[config.mk]
export PLATFORM = sky130hd
export DESIGN_NAME = cpwm_top
export DESIGN_NICKNAME = d
export VERILOG_FILES = /design/src/rtl/cpwm_pkg.sv /design/src/rtl/cpwm_regs.sv /design/src/rtl/cpwm_prescale.sv /design/src/rtl/cpwm_counter.sv /design/src/rtl/cpwm_gate.sv /design/src/rtl/cpwm_top.sv
export SDC_FILE = /design/constraint.sdc
export NUM_CORES = 1
export LEC_CHECK = 0
export ABC_AREA = 1
export BUFFER_PORTS_ARGS = -buffer_cell sky130_fd_sc_hd__buf_2
export CORE_MARGIN = 1
export CORE_UTILIZATION = 52
export DETAILED_ROUTE_END_ITERATION = 7
export GPL_TIMING_DRIVEN = 0
export PLACE_DENSITY_LB_ADDON = 0.08
export REMOVE_ABC_BUFFERS = 1
export SLEW_MARGIN = 20
export SYNTH_ARGS = -nofsm -noshare
export SYNTH_HDL_FRONTEND = slang
export SYNTH_HIERARCHICAL = 1
export SYNTH_SLANG_ARGS = --single-unit
[constraint.sdc]
create_clock -name clk -period 4 [get_ports clk]
set_input_delay 0.8 -clock clk [delete_from_list [all_inputs] [get_ports clk]]
set_output_delay 0.8 -clock clk [all_outputs]
set_load 0.005 [all_outputs]
[src/rtl/cpwm_pkg.sv]
package cpwm_pkg;
  typedef struct packed {
    logic div2;
    logic res8;
    logic halt;
  } ctrl_t;

  localparam int CTRL_W = 3;
  localparam ctrl_t CTRL_RESET = '{div2: 1'b0, res8: 1'b1, halt: 1'b1};
endpackage

[src/rtl/cpwm_regs.sv]
module cpwm_regs
  import cpwm_pkg::*;
#(
  parameter int DW = 8
) (
  input  logic          clk,
  input  logic          rst,
  input  logic          wr_en,
  input  logic          wr_sel,
  input  logic [DW-1:0] wr_data,
  input  logic          load,
  output logic [DW-1:0] duty_act,
  output ctrl_t         ctrl_act,
  output ctrl_t         ctrl_pend
);
  logic [DW-1:0] duty_pend;

  always_ff @(posedge clk) begin
    if (rst) begin
      duty_pend <= '0;
      ctrl_pend <= CTRL_RESET;
    end else if (wr_en) begin
      if (wr_sel) ctrl_pend <= ctrl_t'(wr_data[CTRL_W-1:0]);
      else        duty_pend <= wr_data;
    end
  end

  always_ff @(posedge clk) begin
    if (rst) begin
      duty_act <= '0;
      ctrl_act <= CTRL_RESET;
    end else if (load) begin
      duty_act <= duty_pend;
      ctrl_act <= ctrl_pend;
    end
  end


  act_hold_chk: assert property (@(posedge clk) disable iff (rst)
    !load |=> ($stable(duty_act) && $stable(ctrl_act)));
endmodule

[src/rtl/cpwm_prescale.sv]
module cpwm_prescale (
  input  logic clk,
  input  logic rst,
  input  logic div2,
  output logic tick
);
  logic phase;

  assign tick = ~div2 | phase;

  always_ff @(posedge clk) begin
    if (rst)        phase <= 1'b0;
    else if (!div2) phase <= 1'b0;
    else            phase <= ~phase;
  end


  tick_alt_chk: assert property (@(posedge clk) disable iff (rst)
    (div2 && !tick) |=> tick);
endmodule

[src/rtl/cpwm_counter.sv]
module cpwm_counter #(
  parameter int CW = 8
) (
  input  logic          clk,
  input  logic          rst,
  input  logic          tick,
  input  logic          res8,
  output logic [CW-1:0] cnt,
  output logic          wrap
);
  localparam logic [CW-1:0] TOP_FULL = {CW{1'b1}};
  localparam logic [CW-1:0] TOP_HALF = TOP_FULL >> 1;

  logic [CW-1:0] top;

  assign top  = res8 ? TOP_FULL : TOP_HALF;
  assign wrap = tick && (cnt == top);

  always_ff @(posedge clk) begin
    if (rst)       cnt <= '0;
    else if (wrap) cnt <= '0;
    else if (tick) cnt <= cnt + 1'b1;
  end


  cnt_in_range_chk: assert property (@(posedge clk) disable iff (rst)
    cnt <= top);

  wrap_to_zero_chk: assert property (@(posedge clk) disable iff (rst)
    wrap |=> (cnt == '0));
endmodule

[src/rtl/cpwm_gate.sv]
module cpwm_gate #(
  parameter int CW = 8
) (
  input  logic          clk,
  input  logic          rst,
  input  logic          dis_n,
  input  logic [CW-1:0] cnt,
  input  logic          wrap,
  input  logic [CW-1:0] duty,
  input  logic          res8,
  input  logic          halt_act,
  input  logic          halt_pend,
  output logic          out_p,
  output logic          out_n
);
  localparam logic [CW-1:0] LOW_MASK = {1'b0, {(CW-1){1'b1}}};

  logic          sync1, dis_ok;
  logic          en;
  logic          p_q, n_q;
  logic [CW-1:0] duty_eff;
  logic          on_phase;

  always_ff @(posedge clk) begin
    if (rst) begin
      sync1  <= 1'b0;
      dis_ok <= 1'b0;
    end else begin
      sync1  <= dis_n;
      dis_ok <= sync1;
    end
  end

  always_ff @(posedge clk) begin
    if (rst)          en <= 1'b0;
    else if (!dis_ok) en <= 1'b0;
    else if (wrap)    en <= ~halt_pend;
  end

  assign duty_eff = res8 ? duty : (duty & LOW_MASK);
  assign on_phase = cnt < duty_eff;

  always_ff @(posedge clk) begin
    if (rst) begin
      p_q <= 1'b0;
      n_q <= 1'b0;
    end else begin
      p_q <= en & on_phase;
      n_q <= en & ~on_phase;
    end
  end

  assign out_p = p_q & dis_n;
  assign out_n = n_q & dis_n;


  never_both_high_chk: assert property (@(posedge clk) disable iff (rst)
    !(p_q && n_q));

  en_rise_at_boundary_chk: assert property (@(posedge clk) disable iff (rst)
    (!en && !wrap) |=> !en);

  dis_clears_en_chk: assert property (@(posedge clk) disable iff (rst)
    !dis_ok |=> !en);

  halt_blocks_en_chk: assert property (@(posedge clk) disable iff (rst)
    halt_act |-> !en);
endmodule

[src/rtl/cpwm_top.sv]
module cpwm_top
  import cpwm_pkg::*;
#(
  parameter int DW = 8
) (
  input  logic          clk,
  input  logic          rst,
  input  logic          wr_en,
  input  logic          wr_sel,
  input  logic [DW-1:0] wr_data,
  input  logic          dis_n,
  output logic          out_p,
  output logic          out_n
);
  logic [DW-1:0] duty_act;
  ctrl_t         ctrl_act, ctrl_pend;
  logic          tick, wrap;
  logic [DW-1:0] cnt;

  cpwm_regs #(.DW(DW)) u_regs (
    .clk(clk), .rst(rst), .wr_en(wr_en), .wr_sel(wr_sel), .wr_data(wr_data),
    .load(wrap), .duty_act(duty_act), .ctrl_act(ctrl_act), .ctrl_pend(ctrl_pend)
  );

  cpwm_prescale u_pre (
    .clk(clk), .rst(rst), .div2(ctrl_act.div2), .tick(tick)
  );

  cpwm_counter #(.CW(DW)) u_cnt (
    .clk(clk), .rst(rst), .tick(tick), .res8(ctrl_act.res8), .cnt(cnt), .wrap(wrap)
  );

  cpwm_gate #(.CW(DW)) u_gate (
    .clk(clk), .rst(rst), .dis_n(dis_n), .cnt(cnt), .wrap(wrap),
    .duty(duty_act), .res8(ctrl_act.res8), .halt_act(ctrl_act.halt),
    .halt_pend(ctrl_pend.halt), .out_p(out_p), .out_n(out_n)
  );


  always_comb begin
    if (!dis_n) force_low_chk: assert (!out_p && !out_n);
  end
endmodule

==> results.json <==
{
  "overflow": 0,
  "final_cell_mix": "nor2_1, nand2_1, inv_1",
  "syn_to_final_growth_pct": 7.85,
  "h-tree-depth": 2,
  "path_clk_slew_ns": 0.09,
  "clkLatencyLatePin_ns": 0.33,
  "cap_viol_max_count": 0,
  "fmax_mhz": 524,
  "portBuffers": 14,
  "grt_pass1_wl_um": 4830,
  "final.min_clock_period_ns": 1.91,
  "start_util_pct": 57.0,
  "fp.dieArea_um2": 3360,
  "critPathRequiredTime_ns": 3.20,
  "critPathTopFamily": "buffers and inverters",
  "rr_startpoint": "u_cnt/cnt[0]$_SDFFE_PP0P_",
  "antenna_found_initial": 0,
  "hold_end": "u_gate/dis_ok$_SDFF_PP0_",
  "relSlewSlack_pct": 62.6,
  "seq_power_share_pct": 62.1,
  "grt_usage_pct": 19.0,
  "cts_tree": "built",
  "min-delay-start": "u_gate/sync1$_SDFF_PP0_",
  "slowest_stage": "buf_2",
  "violations": "design-rule violations",
  "drtAntennaViolNets": 0,
  "tns_ns": 0,
  "dr.pass1.iters": 6,
  "mostFrequentLayoutCell": "nor2_1",
  "rsz0062_at_grt": "no",
  "timing.critical_path.mode_cell": "buf_2",
  "cp.arrival_ns": 1.11,
  "cts-resized-gates": 0,
  "hold_buffers": 0,
  "worstMarginPinSlew_ns": 0.561,
  "io_pins": 15,
  "synthCells": 231,
  "critical_path_class": "in -> out",
  "max_stage_delay_ns": 0.11,
  "syn_avg_cell_area_um2": 7.04,
  "cts_sinks": 35,
  "vias": 1320,
  "start_kind": "input port",
  "powerDensity_nw_per_um2": 336,
  "drive_gt1_share_pct": 12.9,
  "hold_class": "reg -> reg",
  "drt_iter0_markers": 37,
  "fin_nets": 268,
  "setup_violations": 0,
  "numCtsBuffers": 5,
  "wl_per_cell_um": 9.39,
  "drc": 1,
  "power.net_switching_w": 0.000143,
  "regToRegSetupSlack_ns": 2.18,
  "worstPathMaxFanout": 3,
  "skew_ns": 0.00615,
  "worstRegToRegCells": 8,
  "cts_buffer_depth": 2,
  "cts_setup_buffers": 0,
  "core_um2": 2850,
  "p_comb_share_pct": 7.9,
  "final_area_um2": 1750,
  "grt_max_degree": 22,
  "min_path_cells": 2,
  "num-fill-cells": 299,
  "internal_power_w": 0.000446,
  "die_x_um": 57.9,
  "clkPwrFrac_pct": 30.0,
  "rr_endpoint": "u_regs/duty_act[5]$_SDFFE_PP0P_",
  "hpwl_um": 1960,
  "slew_violations": 0,
  "vias_per_cell": 4.73,
  "insertedDiodeCount": 0,
  "irDropWorstVdd_v": 0.000245,
  "fin_crit_sh_pct": 47.7,
  "post_dp_cell_area_um2": 1700,
  "worstPathCellList": "buf_2 -> nand2_1 -> inv_1 -> buf_2",
  "yosysWarnings": 6,
  "netSwitchingFraction_pct": 24.3,
  "grt_pass1_vias": 1181,
  "total_leakage_power_nw": 0.930,
  "drt-total-wl_um": 2620,
  "std_cell_rows": 19,
  "cts-root-buf": "clkbuf_4",
  "end_kind": "output port",
  "syn-cell-area_um2": 1630,
  "hold_viol": 0,
  "die_height_um": 57.9,
  "gp_congestion": 0.814,
  "status": "finished with violations",
  "critical_path_buf_inv_count": 3
}
-- state kept, by name (all words and copies together), names as in the netlist --
name,flops
u_cnt/cnt,8
u_regs/duty_act,8
u_regs/duty_pend,8
u_regs/ctrl_pend,3
u_regs/ctrl_act,2
u_gate/dis_ok,1
u_gate/en,1
u_gate/n_q,1
u_gate/p_q,1
u_gate/sync1,1
u_pre/phase,1
-- worst register-to-register path, cell delays in order, from the launching register on --
cell and delay, ns:
dfxtp_1 0.40, ha_1 0.23, nand2_1 0.07, nor2_1 0.12, nand3_1 0.15, inv_1 0.31, inv_1 0.24, nor2_1 0.14
nor2_1 0.05
-- how the worst max path moves through the flow --
| stage | start | end | slack [ns] | cells after the start |
|---|---|---|---|---|
| 2_1_floorplan | dis_n | out_n | 2.32 | 2 |
| 3_3_place_gp | dis_n | out_n | 2.10 | 4 |
| 3_5_place_dp | dis_n | out_n | 2.09 | 4 |
| 4_1_cts | dis_n | out_n | 2.09 | 4 |
| 5_1_grt | u_cnt/cnt[0]$_SDFFE_PP0P_ | u_regs/duty_act[3]$_SDFFE_PP0P_ | 1.99 | 8 |
| 6_report | dis_n | out_p | 2.09 | 4 |
-- metal layers --
layer	up-vias	wire, um	track usage, %
met5	-	0	0
li1	729	-	-
met4	0	46	8.16
met1	563	1300	22.8
met3	6	106	6.03
met2	22	1170	31.2
-- cell type report --
type	count	area [um2]	share of cell area, %
clock buffer	7	45.0	2.57
clock inverter	1	5.00	0.285
inverter	41	154	8.77
multi-input combinational	150	741	42.2
sequential	35	701	39.9
tap	31	38.8	2.21
timing repair buffer	14	70.1	3.99
-- stage by stage --
| step | power (W) | hold slack [ns] | instances | utilization (%) | setup slack, ns |
|---|---|---|---|---|---|
| 5_1_grt | 0.000623 | 0.458 | 279 | 61.5 | 1.99 |
| 6_report | 0.000590 | 0.431 | 279 | 61.5 | 2.09 |
| 3_3_place_gp | 0.000421 | 0.415 | 271 | 59.7 | 2.10 |
| 3_5_place_dp | 0.000422 | 0.427 | 271 | 59.7 | 2.09 |
| 4_1_cts | 0.000603 | 0.443 | 279 | 61.5 | 2.09 |
| 2_1_floorplan | 0.000405 | 0.388 | 226 | - | 2.32 |
-- power groups by stage --
stage               logic (W)  clock network, W  registers (W)
floorplan           0.0000327                 0       0.000372
global placement    0.0000466                 0       0.000374
detailed placement  0.0000473                 0       0.000374
CTS                 0.0000475          0.000189       0.000366
global route        0.0000558          0.000200       0.000368
finish              0.0000467          0.000177       0.000366
(Power assumes the default switching activity.)
